File: config.mk
export PLATFORM = sky130hd
export DESIGN_NAME = rtc_index_port
export DESIGN_NICKNAME = d
export VERILOG_FILES = /design/src/rtl/rtc_port_pkg.sv /design/src/rtl/rtc_index_reg.sv /design/src/rtl/rtc_ctrl_regs.sv /design/src/rtl/rtc_byte_store.sv /design/src/rtl/rtc_index_port.sv
export SDC_FILE = /design/constraint.sdc
export NUM_CORES = 1
export LEC_CHECK = 0
export CORE_MARGIN = 2
export CORE_UTILIZATION = 54
export DETAILED_ROUTE_END_ITERATION = 10
export PLACE_DENSITY = 0.76
export SLEW_MARGIN = 30
export SYNTH_ARGS = -nofsm -noshare
export SYNTH_HDL_FRONTEND = slang
export SYNTH_SLANG_ARGS = --single-unit
File: constraint.sdc
create_clock -name clk_i -period 2.5 [get_ports clk_i]
set_input_delay 0.625 -clock clk_i [delete_from_list [all_inputs] [get_ports clk_i]]
set_output_delay 0.625 -clock clk_i [all_outputs]
set_load 0.03 [all_outputs]
File: src/rtl/rtc_port_pkg.sv
package rtc_port_pkg;
  localparam int IDX_W = 7;
  localparam logic [3:0] IDX_A = 4'hA;
  localparam logic [3:0] IDX_B = 4'hB;
  localparam logic [3:0] IDX_C = 4'hC;
  localparam logic [3:0] IDX_D = 4'hD;
  localparam logic [7:0] RST_A = 8'h26;
  localparam logic [7:0] RST_B = 8'h02;
  localparam logic [7:0] RST_C = 8'h00;
  localparam logic [7:0] VAL_D = 8'h80;

  function automatic logic is_time_idx(input logic [IDX_W-1:0] idx);
    case (idx)
      7'h00, 7'h02, 7'h04, 7'h06, 7'h07, 7'h08, 7'h09: is_time_idx = 1'b1;
      default: is_time_idx = 1'b0;
    endcase
  endfunction

  function automatic logic is_ctrl_idx(input logic [IDX_W-1:0] idx);
    is_ctrl_idx = (idx >= 7'h0A) && (idx <= 7'h0D);
  endfunction
endpackage

File: src/rtl/rtc_index_reg.sv
module rtc_index_reg
  import rtc_port_pkg::*;
(
  input  logic             clk_i,
  input  logic             rst_ni,
  input  logic             load_i,
  input  logic [7:0]       data_i,
  output logic [IDX_W-1:0] idx_o
);
  always_ff @(posedge clk_i or negedge rst_ni) begin
    if (!rst_ni)     idx_o <= '0;
    else if (load_i) idx_o <= data_i[IDX_W-1:0];
  end
endmodule

File: src/rtl/rtc_ctrl_regs.sv
module rtc_ctrl_regs
  import rtc_port_pkg::*;
(
  input  logic       clk_i,
  input  logic       rst_ni,
  input  logic       wr_a_i,
  input  logic       wr_b_i,
  input  logic       rd_c_i,
  input  logic [7:0] wdata_i,
  input  logic [7:0] flag_set_i,
  input  logic       uip_set_i,
  input  logic       uip_clr_i,
  output logic [7:0] a_o,
  output logic [7:0] b_o,
  output logic [7:0] c_o
);
  logic       uip_q;
  logic [6:0] a_low_q;
  logic       uip_d;

  always_comb begin
    uip_d = uip_q;
    if ((wr_b_i && wdata_i[7]) || uip_clr_i) uip_d = 1'b0;
    else if (uip_set_i)                      uip_d = 1'b1;
  end

  always_ff @(posedge clk_i or negedge rst_ni) begin
    if (!rst_ni) begin
      uip_q   <= RST_A[7];
      a_low_q <= RST_A[6:0];
      b_o     <= RST_B;
      c_o     <= RST_C;
    end else begin
      uip_q <= uip_d;
      if (wr_a_i) a_low_q <= wdata_i[6:0];
      if (wr_b_i) b_o <= wdata_i;
      // read clears, same-cycle requests survive
      c_o <= rd_c_i ? flag_set_i : (c_o | flag_set_i);
    end
  end

  assign a_o = {uip_q, a_low_q};
endmodule

File: src/rtl/rtc_byte_store.sv
module rtc_byte_store
  import rtc_port_pkg::*;
#(
  parameter int REG_COUNT = 64
) (
  input  logic                   clk_i,
  input  logic                   rst_ni,
  input  logic                   host_we_i,
  input  logic [IDX_W-1:0]       host_idx_i,
  input  logic [7:0]             host_data_i,
  input  logic                   tk_we_i,
  input  logic [3:0]             tk_idx_i,
  input  logic [7:0]             tk_data_i,
  output logic [REG_COUNT*8-1:0] mem_o
);
  logic [IDX_W-1:0] tk_idx_ext;
  logic             tk_ok;

  assign tk_idx_ext = {3'b000, tk_idx_i};
  assign tk_ok      = tk_we_i && is_time_idx(tk_idx_ext);

  for (genvar i = 0; i < REG_COUNT; i++) begin : g_byte
    localparam logic [IDX_W-1:0] MY_IDX = IDX_W'(i);
    if (is_ctrl_idx(MY_IDX)) begin : g_hole
      assign mem_o[i*8 +: 8] = 8'h00;
    end else begin : g_cell
      logic [7:0] q;
      always_ff @(posedge clk_i or negedge rst_ni) begin
        if (!rst_ni)                                  q <= 8'h00;
        else if (host_we_i && host_idx_i == MY_IDX)   q <= host_data_i;
        else if (tk_ok && tk_idx_ext == MY_IDX)       q <= tk_data_i;
      end
      assign mem_o[i*8 +: 8] = q;
    end
  end
endmodule

File: src/rtl/rtc_index_port.sv
module rtc_index_port
  import rtc_port_pkg::*;
#(
  parameter int REG_COUNT  = 64,
  parameter int TIME_BYTES = 10
) (
  input  logic                    clk_i,
  input  logic                    rst_ni,
  input  logic                    bus_sel_i,
  input  logic                    bus_odd_i,
  input  logic                    bus_wr_i,
  input  logic [7:0]              bus_wdata_i,
  output logic [7:0]              bus_rdata_o,
  input  logic [7:0]              flag_set_i,
  input  logic                    uip_set_i,
  input  logic                    uip_clr_i,
  input  logic                    tk_we_i,
  input  logic [3:0]              tk_idx_i,
  input  logic [7:0]              tk_data_i,
  output logic [7:0]              ctrl_a_o,
  output logic [7:0]              ctrl_b_o,
  output logic [TIME_BYTES*8-1:0] time_bytes_o,
  output logic                    time_load_o
  ,output logic                   irq_o
);
  localparam int RI_W = $clog2(REG_COUNT);

  logic [IDX_W-1:0]       idx_q;
  logic                   in_range, odd_wr, odd_rd;
  logic                   wr_a, wr_b, rd_c, store_we, load_d;
  logic [7:0]             reg_c;
  logic [REG_COUNT*8-1:0] mem;
  logic [RI_W-1:0]        ridx;

  assign in_range = 32'(idx_q) < REG_COUNT;
  assign odd_wr   = bus_sel_i && bus_odd_i && bus_wr_i && in_range;
  assign odd_rd   = bus_sel_i && bus_odd_i && !bus_wr_i && in_range;
  assign wr_a     = odd_wr && idx_q == IDX_W'(IDX_A);
  assign wr_b     = odd_wr && idx_q == IDX_W'(IDX_B);
  assign rd_c     = odd_rd && idx_q == IDX_W'(IDX_C);
  assign store_we = odd_wr && !is_ctrl_idx(idx_q);
  assign load_d   = odd_wr && ((is_time_idx(idx_q) && !ctrl_b_o[7]) ||
                               (wr_b && !bus_wdata_i[7] && ctrl_b_o[7]));

  rtc_index_reg u_index (
    .clk_i  (clk_i),
    .rst_ni (rst_ni),
    .load_i (bus_sel_i && !bus_odd_i && bus_wr_i),
    .data_i (bus_wdata_i),
    .idx_o  (idx_q)
  );

  rtc_ctrl_regs u_ctrl (
    .clk_i      (clk_i),
    .rst_ni     (rst_ni),
    .wr_a_i     (wr_a),
    .wr_b_i     (wr_b),
    .rd_c_i     (rd_c),
    .wdata_i    (bus_wdata_i),
    .flag_set_i (flag_set_i),
    .uip_set_i  (uip_set_i),
    .uip_clr_i  (uip_clr_i),
    .a_o        (ctrl_a_o),
    .b_o        (ctrl_b_o),
    .c_o        (reg_c)
  );

  rtc_byte_store #(.REG_COUNT(REG_COUNT)) u_store (
    .clk_i       (clk_i),
    .rst_ni      (rst_ni),
    .host_we_i   (store_we),
    .host_idx_i  (idx_q),
    .host_data_i (bus_wdata_i),
    .tk_we_i     (tk_we_i),
    .tk_idx_i    (tk_idx_i),
    .tk_data_i   (tk_data_i),
    .mem_o       (mem)
  );

  always_ff @(posedge clk_i or negedge rst_ni) begin
    if (!rst_ni) time_load_o <= 1'b0;
    else         time_load_o <= load_d;
  end

  assign ridx = idx_q[RI_W-1:0];

  always_comb begin
    if (!bus_odd_i || !in_range) bus_rdata_o = 8'hFF;
    else begin
      case (idx_q)
        IDX_W'(IDX_A): bus_rdata_o = ctrl_a_o;
        IDX_W'(IDX_B): bus_rdata_o = ctrl_b_o;
        IDX_W'(IDX_C): bus_rdata_o = reg_c;
        IDX_W'(IDX_D): bus_rdata_o = VAL_D;
        default:       bus_rdata_o = mem[ridx*8 +: 8];
      endcase
    end
  end

  assign time_bytes_o = mem[TIME_BYTES*8-1:0];
  assign irq_o        = reg_c[7];
endmodule

==> results.md, run 1 <==
* Clock latency on the worst-skew pair at 610 ps
* Final hold vios at 0
* Outcome: complete, but fails checks
* Pin count of the biggest net entering global routing at 98
* Power per cell area at 767.8 mW/mm2
* Count of state elements after synthesis at 512
* Sw Ratio at 29.36%
* Clock transition at the registers of the reported paths at around 60 ps
* Async SR Flop Fraction at between 90% and 100%
* Internal power at between 15 and 20 mW
* Port bufs at between 100 and 150
* Post-synthesis instance total at between 1,500 and 2,000
* Tmin final at between 3000 and 4000 ps
* Final Power at 23.65 mW
* Fraction of layout cells with a size suffix above 1 at 48.97%
* Number of flops mapped to enable cells by yosys at 0
* Worst path cell trace: buf_12, buf_12, buf_12, mux4_2, mux4_2, nand3_1, o211ai_1, clkbuf_16
* Leak at approximately 14 nW
* Post-Layout Cell Count at approximately 2,600
* Starting Density at 54.74%
* Clock root buffer: clkbuf_16
* Final WS setup at -1266 ps
* Initial antenna violation count at 0
* Failing checks: negative setup slack
* Total number of vias at approximately 16,000
* Post-layout util at 67.88%
* All-layer global routing usage at roughly 30%
* Critical path class: register to primary output
* VDD IR max at around 0.56 mV
* Unrepaired setup endpoints after global routing: yes
* Core Region at roughly 0.045 mm2
* 1st-iter DRT viols at 1,368
* Crit-path max cell delay at 560 ps
* Synthesized area at 0.02484 mm2
* Vias per cell at approximately 6
* Number of global-route vias before repair at 17,290
* Synth Flop Type: dfrtp_1
* Antenna Nets Post-Route at 0
* Crit end category: primary output
* P_sw at 6.944 mW
* Clock skew at 18.03 ps
* Net Count, Synth at 1,802
* Synthesis-to-layout area growth at 24.00%
* Routed len/inst at 26.03 um
* GRT Residual Overflow at 0
* Fmax at 265.5 MHz
* Sequential share of the synthesized area at 51.59%
* Commonest cells after routing, fill and taps aside: dfrtp_1 (506), mux2_2 (457), buf_4 (152)
* First-pass GRT wire length at 106,100 um
* Drt first pass iters at 5
* Slowest CP cell: dfrtp_4
* Ports at ~140
* # clock sinks at 512
* Yosys top cell area share at 51.17%
* Clock power share at 34.5%
* CP max FO at 7
* CTS buffer count at 53
* # setup viols final at 8
* Startpoint Class: register
* Synth area leaders: dfrtp_1 (51%), mux2_2 (21%), mux4_2 (10%), mux2i_1 (3.7%), buf_4 (2.7%)
* FILL cells at about 3,100
* WP data required at 1880 ps
* Residual DRC count at 0
* Hold Crit Class: register to register
* DIE AREA at 0.04774 mm2
* DRT Wirelength at ~70,000 um
* Ant diodes at 0
* Cell mode on critical path: buf_12
* Layout Nets at 2,037
* Avg Cell Area, Syn at 14.07 um2
* H-tree depth at 2
* FP Rows at 78
* Dpl hpwl at 46,650 um
* Final Cycle Share at 150.6%
* Die width at 218.5 um
* Yosys warnings at 0
* Die extent in y at 218.5 um
* Cell accounting for the most synthesized area: dfrtp_1
* Measured slew at the worst slew-check pin at 648.5 ps
* Most common cell after layout, fill and taps aside: dfrtp_1
* Sequential share of power at 40.9%
* Max cap viols at 0
* Comb pwr share at 24.6%
* DP Cell Count at 2,517
* Slew Limit Headroom at between 50% and 60%
* Fin. max-slew vios at 0
* Worst Path Arrival at between 3000 and 4000 ps
* Clock Path Buffers at 3
* Netlist cell types at between 50 and 60
* Placer Congestion at 0.9359
* CTS tree: done
[metal layers]
metal	share of wire, %	vias up	routed length [um]	track usage [%]
li1	-	6923	-	-
met1	41	8603	27900	38.83
met2	48	679	33280	47.89
met3	7.5	151	5192	6.653
met4	3.6	0	2504	12.04
met5	0	-	0	0
[final timing paths]
path | from | end | slack [ps] | cells past startpoint
setup / recovery | u_index.idx_o[0] | bus_rdata_o[4] | -1270 | 8
hold / removal | u_ctrl.c_o[5] | u_ctrl.c_o[5] | 480 | 1
setup reg to reg | u_index.idx_o[1] | u_store.g_byte[0].g_cell.q[6] | 60 | 12
hold reg to reg | u_ctrl.c_o[5] | u_ctrl.c_o[5] | 480 | 1
max in group asynchronous | rst_ni | u_index.idx_o[0] | 1060 | 3
min in group asynchronous | rst_ni | u_store.g_byte[50].g_cell.q[7] | 520 | 2
[what timing repair did]
item,in CTS,in global routing
cloned,0,2
endpoints found under the setup margin,111,67
buffers inserted,16,10
hold endpoints to repair,28,0
pin swaps,11,12
gates resized for setup,21,44
hold buffers,1,0
[power by group through the flow]
stage / sequential [mW] / combinational [mW] / clock [mW]
finish: 9.68 / 5.81 / 8.16
CTS: 9.67 / 5.65 / 8.30
global placement: 9.80 / 5.30 / 0
floorplan: 9.55 / 3.57 / 0
detailed placement: 9.83 / 5.41 / 0
global route: 9.75 / 6.11 / 8.64
[sequential cells by signal, summed over array words and instances (netlist names)]
name                     flops
u_ctrl.c_o                   8
u_ctrl.a_low_q               7
u_index.idx_o                7
u_ctrl.uip_q                 1
u_store.g_byte.g_cell.q    480
time_load_o                  1
u_ctrl.b_o                   8
[logic make-up after synthesis]
logic type,Yosys count,share of synthesized area (%)
multiplexers,662,34.52
flip-flops,512,51.59
AND/OR/NAND/NOR,219,4.623
buffers and inverters,216,5.071
AO/OA/AOI/OAI,156,4.155
XOR/XNOR,1,0.03526
[cells in the mapped netlist (8+ instances only)]
master and count:
dfrtp_1 508, mux2_2 459, mux4_2 110, mux2i_1 93, buf_4 89, nand2_1 82
clkbuf_1 67, o21ai_0 51, nor2_2 35, buf_2 31, nand3_1 27, nor2_1 26
a21oi_1 23, o211ai_1 22, a22oi_1 20, buf_1 15, buf_6 10, a21o_1 8
[metrics by stage]
stage,cell area (um2),worst slack [ps],setup TNS [ps],hold WS (ps)
floorplan,24930,-148.1,-1152,329.4
global placement,28440,-865.5,-40460,461.4
detailed placement,28440,-864.0,-55990,468.7
CTS,30550,-1313,-10010,482.3
global route,30810,-1340,-10790,497.0
finish,30810,-1266,-9898,480.8
[worst max-delay path, delay by kind of cell, from the launching register on]
kind                   cells  cell delay [ps]
flip-flops                 1              560
multiplexers               2             1000
AND/OR/NAND/NOR            1              120
AO/OA/AOI/OAI              1              190
buffers and inverters      4              660
[layout make-up]
type	count	area, um2	share of cell area (%)
repair buffers	393	4446	14.43
well taps	600	750.7	2.437
inverters	3	11.26	0.03655
clock buffers	77	1589	5.158
multi-input cells	1038	10940	35.52
flip-flops and latches	512	12820	41.63
clock inverters	23	242.7	0.7879
No activity file was read; power rests on OpenSTA's default activity.
==> run 2: changes to the inputs <==
--- a/config.mk
+++ b/config.mk
@@ -5,10 +5,12 @@
 export SDC_FILE = /design/constraint.sdc
 export NUM_CORES = 1
 export LEC_CHECK = 0
+export CELL_PAD_IN_SITES_DETAIL_PLACEMENT = 0
+export CELL_PAD_IN_SITES_GLOBAL_PLACEMENT = 2
 export CORE_MARGIN = 2
-export CORE_UTILIZATION = 54
+export CORE_UTILIZATION = 39
 export DETAILED_ROUTE_END_ITERATION = 10
-export PLACE_DENSITY = 0.76
+export PLACE_DENSITY_LB_ADDON = 0.1
 export SLEW_MARGIN = 30
 export SYNTH_ARGS = -nofsm -noshare
 export SYNTH_HDL_FRONTEND = slang
==> results.md, run 2 (synthesized netlist as in run 1, its figures left out) <==
* Die extent in y at roughly 260 um
* Residual DRC count at 0
* Area after DPL at about 0.029 mm2
* Final Power at 25.24 mW
* DP Cell Count at 2,831
* Unrepaired setup endpoints after global routing: yes
* Final WS setup at -1384 ps
* CTS tree: done
* Initial antenna violation count at 1
* Starting Density at 39.38%
* Sum Neg Setup Slack at -10,330 ps
* Fin. max-slew vios at 0
* Crit end category: primary output
* Top flop regs: u_store.g_byte.g_cell.q (480), u_ctrl.b_o (8), u_ctrl.c_o (8)
* Ant diodes at 0
* Clock latency on the worst-skew pair at 640 ps
* Dpl hpwl at roughly 53,000 um
* Max cap viols at 0
* Final hold vios at 0
* Setup crit start: u_index.idx_o[0]
* Clock skew at 38.43 ps
* DIE AREA at between 0.06 and 0.07 mm2
* First-pass GRT wire length at 116,800 um
* Number of flip-flops in the largest register at 480
* Post-Layout Cell Count at 2,961
* Worst path cell trace: buf_12, buf_16, mux4_2, mux2_4, a221o_1, nand2_2, o211ai_1, bufbuf_16
* Tmin final at between 3000 and 4000 ps
* Fmax at 257.5 MHz
* Die width at approximately 260 um
* Ports at 142
* Port bufs at 141
* Met2 routed WL at roughly 36,000 um
* Final Cycle Share at 155.4%
* Core Region at 0.06308 mm2
* DRT Wirelength at 76,600 um
* Sequential share of power at 37.9%
* GRT Residual Overflow at 0
* Worst reg2reg setup slack at 50 ps
* 1st-iter DRT viols at just under 900
* Clock power share at 37.1%
* Power per cell area at 788.0 mW/mm2
* Startpoint Class: register
* Sw Ratio at 29.59%
* # clock sinks at 512
* Hold Crit Class: register to register
* Pin count of the biggest net entering global routing at 70
* Wire length on met1 at 34,970 um
* Critical Path Sink: bus_rdata_o[3]
* Met3 wire len at 3456 um
* Failing checks: negative setup slack
* Internal power at between 15 and 20 mW
* Clock root buffer: clkbuf_16
* Comb pwr share at between 20% and 30%
* Post-route cell area at roughly 0.032 mm2
* RR Endpoint: u_store.g_byte[27].g_cell.q[1]
* Layout Nets at 2,101
* # setup viols final at 8
* Measured slew at the worst slew-check pin at around 560 ps
* Number of global-route vias before repair at roughly 17,000
* Slowest CP cell: mux4_2
* VDD IR max at 0.5380 mV
* Clock Path Buffers at 3
* Critical path class: register to primary output
* Vias per cell at roughly 5.4
* CP max FO at 8
* Most common cell after layout, fill and taps aside: dfrtp_1
* Worst R2R Path Depth at 8
* Synthesis-to-layout area growth at 28.90%
* CTS buffer count at 58
* Top layer in use: met4
* Crit-path max cell delay at roughly 500 ps
* Drt first pass iters at 5
* Total number of vias at 15,940
* Largest Register: u_store.g_byte.g_cell.q
* All-layer global routing usage at roughly a quarter
* Placer Congestion at 0.8072
* H-tree depth at 2
* Leak at 14.85 nW
* Outcome: complete, but fails checks
* Worst Path Arrival at roughly 3300 ps
* WP data required at 1880 ps
* Clock transition at the registers of the reported paths at 60 ps
* Antenna Nets Post-Route at 0
* Pre-CTS setup slack at -837.2 ps
* P_sw at 7.468 mW
* Slew Limit Headroom at 62.47%
* Commonest cells after routing, fill and taps aside: dfrtp_1 (505), mux2_2 (458), buf_4 (208)
* Fraction of layout cells with a size suffix above 1 at 51.35%
* Routed len/inst at 25.87 um
* FP Rows at 92
* RR Startpoint: u_index.idx_o[1]
run 2: layer usage:
layer / up-vias / track usage [%]
met4: 0 / 7.267
met3: 114 / 3.994
li1: 7065 / -
met1: 8414 / 33.30
met2: 350 / 37.67
met5: - / 0
run 2: stage by stage:
stage / hold WS, ps / util (%)
after floorplan: 329.4 / -
after global placement: 459.9 / 46.56
after detailed placement: 467.0 / 46.56
after CTS: 454.6 / 50.64
after global routing: 496.1 / 50.77
final: 480.1 / 50.77
run 2: critical path, delay by kind of cell (launching register included):
family          cells  cell delay [ps]
mux                 2              790
buf+inv             3              630
compound gates      2              550
flops               1              470
simple gates        1              170
run 2: final cells by class:
class / count / area [um2]
timing repair buffer: 452 / 5019
clock inverter: 33 / 478.0
inverter: 3 / 11.26
tap: 846 / 1059
clock buffer: 77 / 1644
fill: 5408 / 31060
multi-input combinational: 1038 / 10990
sequential: 512 / 12830
run 2: what timing repair did:
item | 4_1_cts | 5_1_grt
endpoints found under the hold margin | 32 | 0
pin swaps | 16 | 16
setup endpoints to repair | 97 | 124
gates resized for setup | 47 | 28
buffers inserted | 14 | 4
cloned | 5 | 0
hold buffers | 1 | 0
run 2: worst min path at each step:
stage | end | cells past startpoint | startpoint | slack, ps
finish | u_ctrl.c_o[1] | 1 | u_ctrl.c_o[1] | 480
global route | u_ctrl.c_o[3] | 1 | u_ctrl.c_o[3] | 500
CTS | u_store.g_byte[8].g_cell.q[7] | 3 | bus_wdata_i[7] | 450
detailed placement | u_ctrl.c_o[5] | 1 | u_ctrl.c_o[5] | 470
global placement | u_ctrl.c_o[3] | 1 | u_ctrl.c_o[3] | 460
floorplan | time_load_o | 0 | rst_ni | 330
run 2: power groups by stage:
stage | clock network, mW | registers, mW | logic (mW)
2_1_floorplan | 0 | 9.55 | 3.57
3_3_place_gp | 0 | 9.72 | 5.91
3_5_place_dp | 0 | 9.73 | 5.97
4_1_cts | 9.59 | 9.57 | 6.33
5_1_grt | 9.92 | 9.66 | 6.67
6_report | 9.36 | 9.57 | 6.30
==> run 3: changes to the inputs <==
--- a/config.mk
+++ b/config.mk
@@ -10,7 +10,7 @@
 export CORE_MARGIN = 2
 export CORE_UTILIZATION = 39
 export DETAILED_ROUTE_END_ITERATION = 10
-export PLACE_DENSITY_LB_ADDON = 0.1
+export PLACE_DENSITY_LB_ADDON = 0.05
 export SLEW_MARGIN = 30
 export SYNTH_ARGS = -nofsm -noshare
 export SYNTH_HDL_FRONTEND = slang
==> results.md, run 3 (synthesized netlist as in run 1, its figures left out) <==
* Most common cell after layout, fill and taps aside: dfrtp_1
* Number of global-route vias before repair at 16,710
* Layout Nets at 2,082
* Startpoint Class: register
* Total number of vias at between 15,000 and 20,000
* Clock power share at 36.1%
* Fmax at ~260 MHz
* Hold EP: u_ctrl.c_o[1]
* Fin. max-slew vios at 0
* Final hold vios at 0
* # clock sinks at between 500 and 600
* H-tree depth at 2
* Leak at 14.67 nW
* Tmin final at 3842 ps
* Worst Path Arrival at 3220 ps
* RR Endpoint: u_store.g_byte[37].g_cell.q[2]
* CP max FO at 6
* Comb pwr share at about a quarter
* Residual DRC count at 0
* Core Region at 0.06308 mm2
* Initial antenna violation count at 1
* Failing checks: negative setup slack
* Pre-CTS setup slack at -738.7 ps
* CTS tree: done
* Die width at 256.4 um
* Worst R2R Path Depth at 7
* All-layer global routing usage at 23.70%
* Clock latency on the worst-skew pair at between 600 and 700 ps
* Critical path class: register to primary output
* Die extent in y at 256.4 um
* Routed len/inst at about 26 um
* Clock transition at the registers of the reported paths at about 60 ps
* Placer Congestion at about 0.85
* Slew Limit Headroom at 35.69%
* Worst reg2reg setup slack at 130 ps
* CTS buffer count at 58
* Hold Crit Class: register to register
* DIE AREA at 0.06574 mm2
* RR Startpoint: u_index.idx_o[2]
* Unrepaired setup endpoints after global routing: yes
* Hold_sp: u_ctrl.c_o[1]
* Largest Register: u_store.g_byte.g_cell.q
* 1st-iter DRT viols at roughly 1,100
* Outcome: complete, but fails checks
* Clock Path Buffers at 3
* Synthesis-to-layout area growth at 27.65%
* Hold slack at about 480 ps
* Commonest cells after routing, fill and taps aside: dfrtp_1 (505), mux2_2 (458), buf_4 (194)
* DRT Wirelength at between 70,000 and 80,000 um
* Max cap viols at 0
* Sequential share of power at between 30% and 40%
* Sw Ratio at between 20% and 30%
* Wire length on met1 at 35,660 um
* Measured slew at the worst slew-check pin at 951.0 ps
* Crit end category: primary output
* Final WS setup at -1342 ps
* Final Cycle Share at 153.7%
* # setup viols final at 8
* Dpl hpwl at 53,700 um
* Hold Path Cell Cnt at 1
* Ant diodes at 0
* Top layer in use: met5
* Sum Neg Setup Slack at -9981 ps
* Met3 wire len at 2521 um
* Top flop regs: u_store.g_byte.g_cell.q (480), u_ctrl.b_o (8), u_ctrl.c_o (8)
* FP Rows at between 90 and 100
* Port bufs at 141
* Number of flip-flops in the largest register at 480
* Pin count of the biggest net entering global routing at 80
* GRT Residual Overflow at 0
* Fraction of layout cells with a size suffix above 1 at 50.22%
* P_sw at 7.241 mW
* Power per cell area at 777.6 mW/mm2
* Ports at 142
* Met2 routed WL at approximately 38,000 um
* Vias per cell at 5.392
* Internal power at 17.42 mW
* Antenna Nets Post-Route at 0
* Clock skew at between 20 and 30 ps
* First-pass GRT wire length at 116,500 um
* Starting Density at 39.38%
* Drt first pass iters at 5
* Clock root buffer: clkbuf_16
* WP data required at 1880 ps
* VDD IR max at 0.4940 mV
==> run 3: cell types whose count changed in the layout (fill, tap and decap cells not counted), sizes merged <==
cell           previous run  this run
buf                     322       304
clkbuf                   80        94
clkinv                   15         9
dlygate4sd2               6         1
bufinv                   10         6
clkdlybuf4s50           118       122
clkinvlp                  6         2
bufbuf                    2         0
inv                       5         3
dlymetal6s2s              0         1
==> run 3: power groups by stage <==
stage | combinational, mW | sequential [mW] | clock [mW]
after global placement | 5.95 | 9.70 | 0
after floorplan | 3.57 | 9.55 | 0
after detailed placement | 6.00 | 9.72 | 0
after CTS | 6.21 | 9.57 | 9.14
after global routing | 6.56 | 9.66 | 9.49
final | 6.19 | 9.58 | 8.90
==> run 3: final cells by class <==
cell class | count | area [um2]
clock buffers | 90 | 1743
multi-input cells | 1038 | 10970
repair buffers | 433 | 4846
flip-flops and latches | 512 | 12830
inverters | 3 | 11.26
well taps | 846 | 1059
clock inverters | 17 | 262.8
fillers | 5536 | 31370
==> run 3: through the flow <==
step           instances  instance area (um2)  power, mW  utilization [%]
3_5_place_dp        2817                29310      15.72            46.47
3_3_place_gp        2817                29310      15.65            46.46
5_1_grt             2939                31710      25.71            50.27
4_1_cts             2936                31610      24.92            50.10
2_1_floorplan       1766                24930      13.12                -
6_report            2939                31710      24.66            50.27
==> run 3: repair_timing <==
item	CTS	global route
buffers inserted	10	4
resized for setup	29	26
pin swaps	13	15
gates cloned	2	1
hold buffers	1	0
hold endpoints to repair	24	0
setup endpoints to repair	63	127
==> run 3: worst max-delay path by stage <==
stage / slack, ps / from / to
floorplan: -150 / u_index.idx_o[0] / bus_rdata_o[6]
global placement: -780 / u_index.idx_o[3] / bus_rdata_o[6]
detailed placement: -740 / u_index.idx_o[0] / bus_rdata_o[0]
CTS: -1360 / u_index.idx_o[0] / bus_rdata_o[6]
global route: -1380 / u_index.idx_o[0] / bus_rdata_o[1]
finish: -1340 / u_index.idx_o[0] / bus_rdata_o[6]
==> run 3: worst max-delay path, cell delays in order, from the launching register on <==
cell,delay (ps)
dfrtp_4,480
buf_12,120
buf_12,130
mux4_2,500
mux4_2,520
and3_4,210
a211oi_4,290
o31ai_4,160
buf_6,170
==> run 3: metal layers <==
metal  vias up  track usage, %
li1       7011               -
met1      8472           33.90
met2       287           39.34
met3        75           2.689
met4         2           4.393
met5         -               0
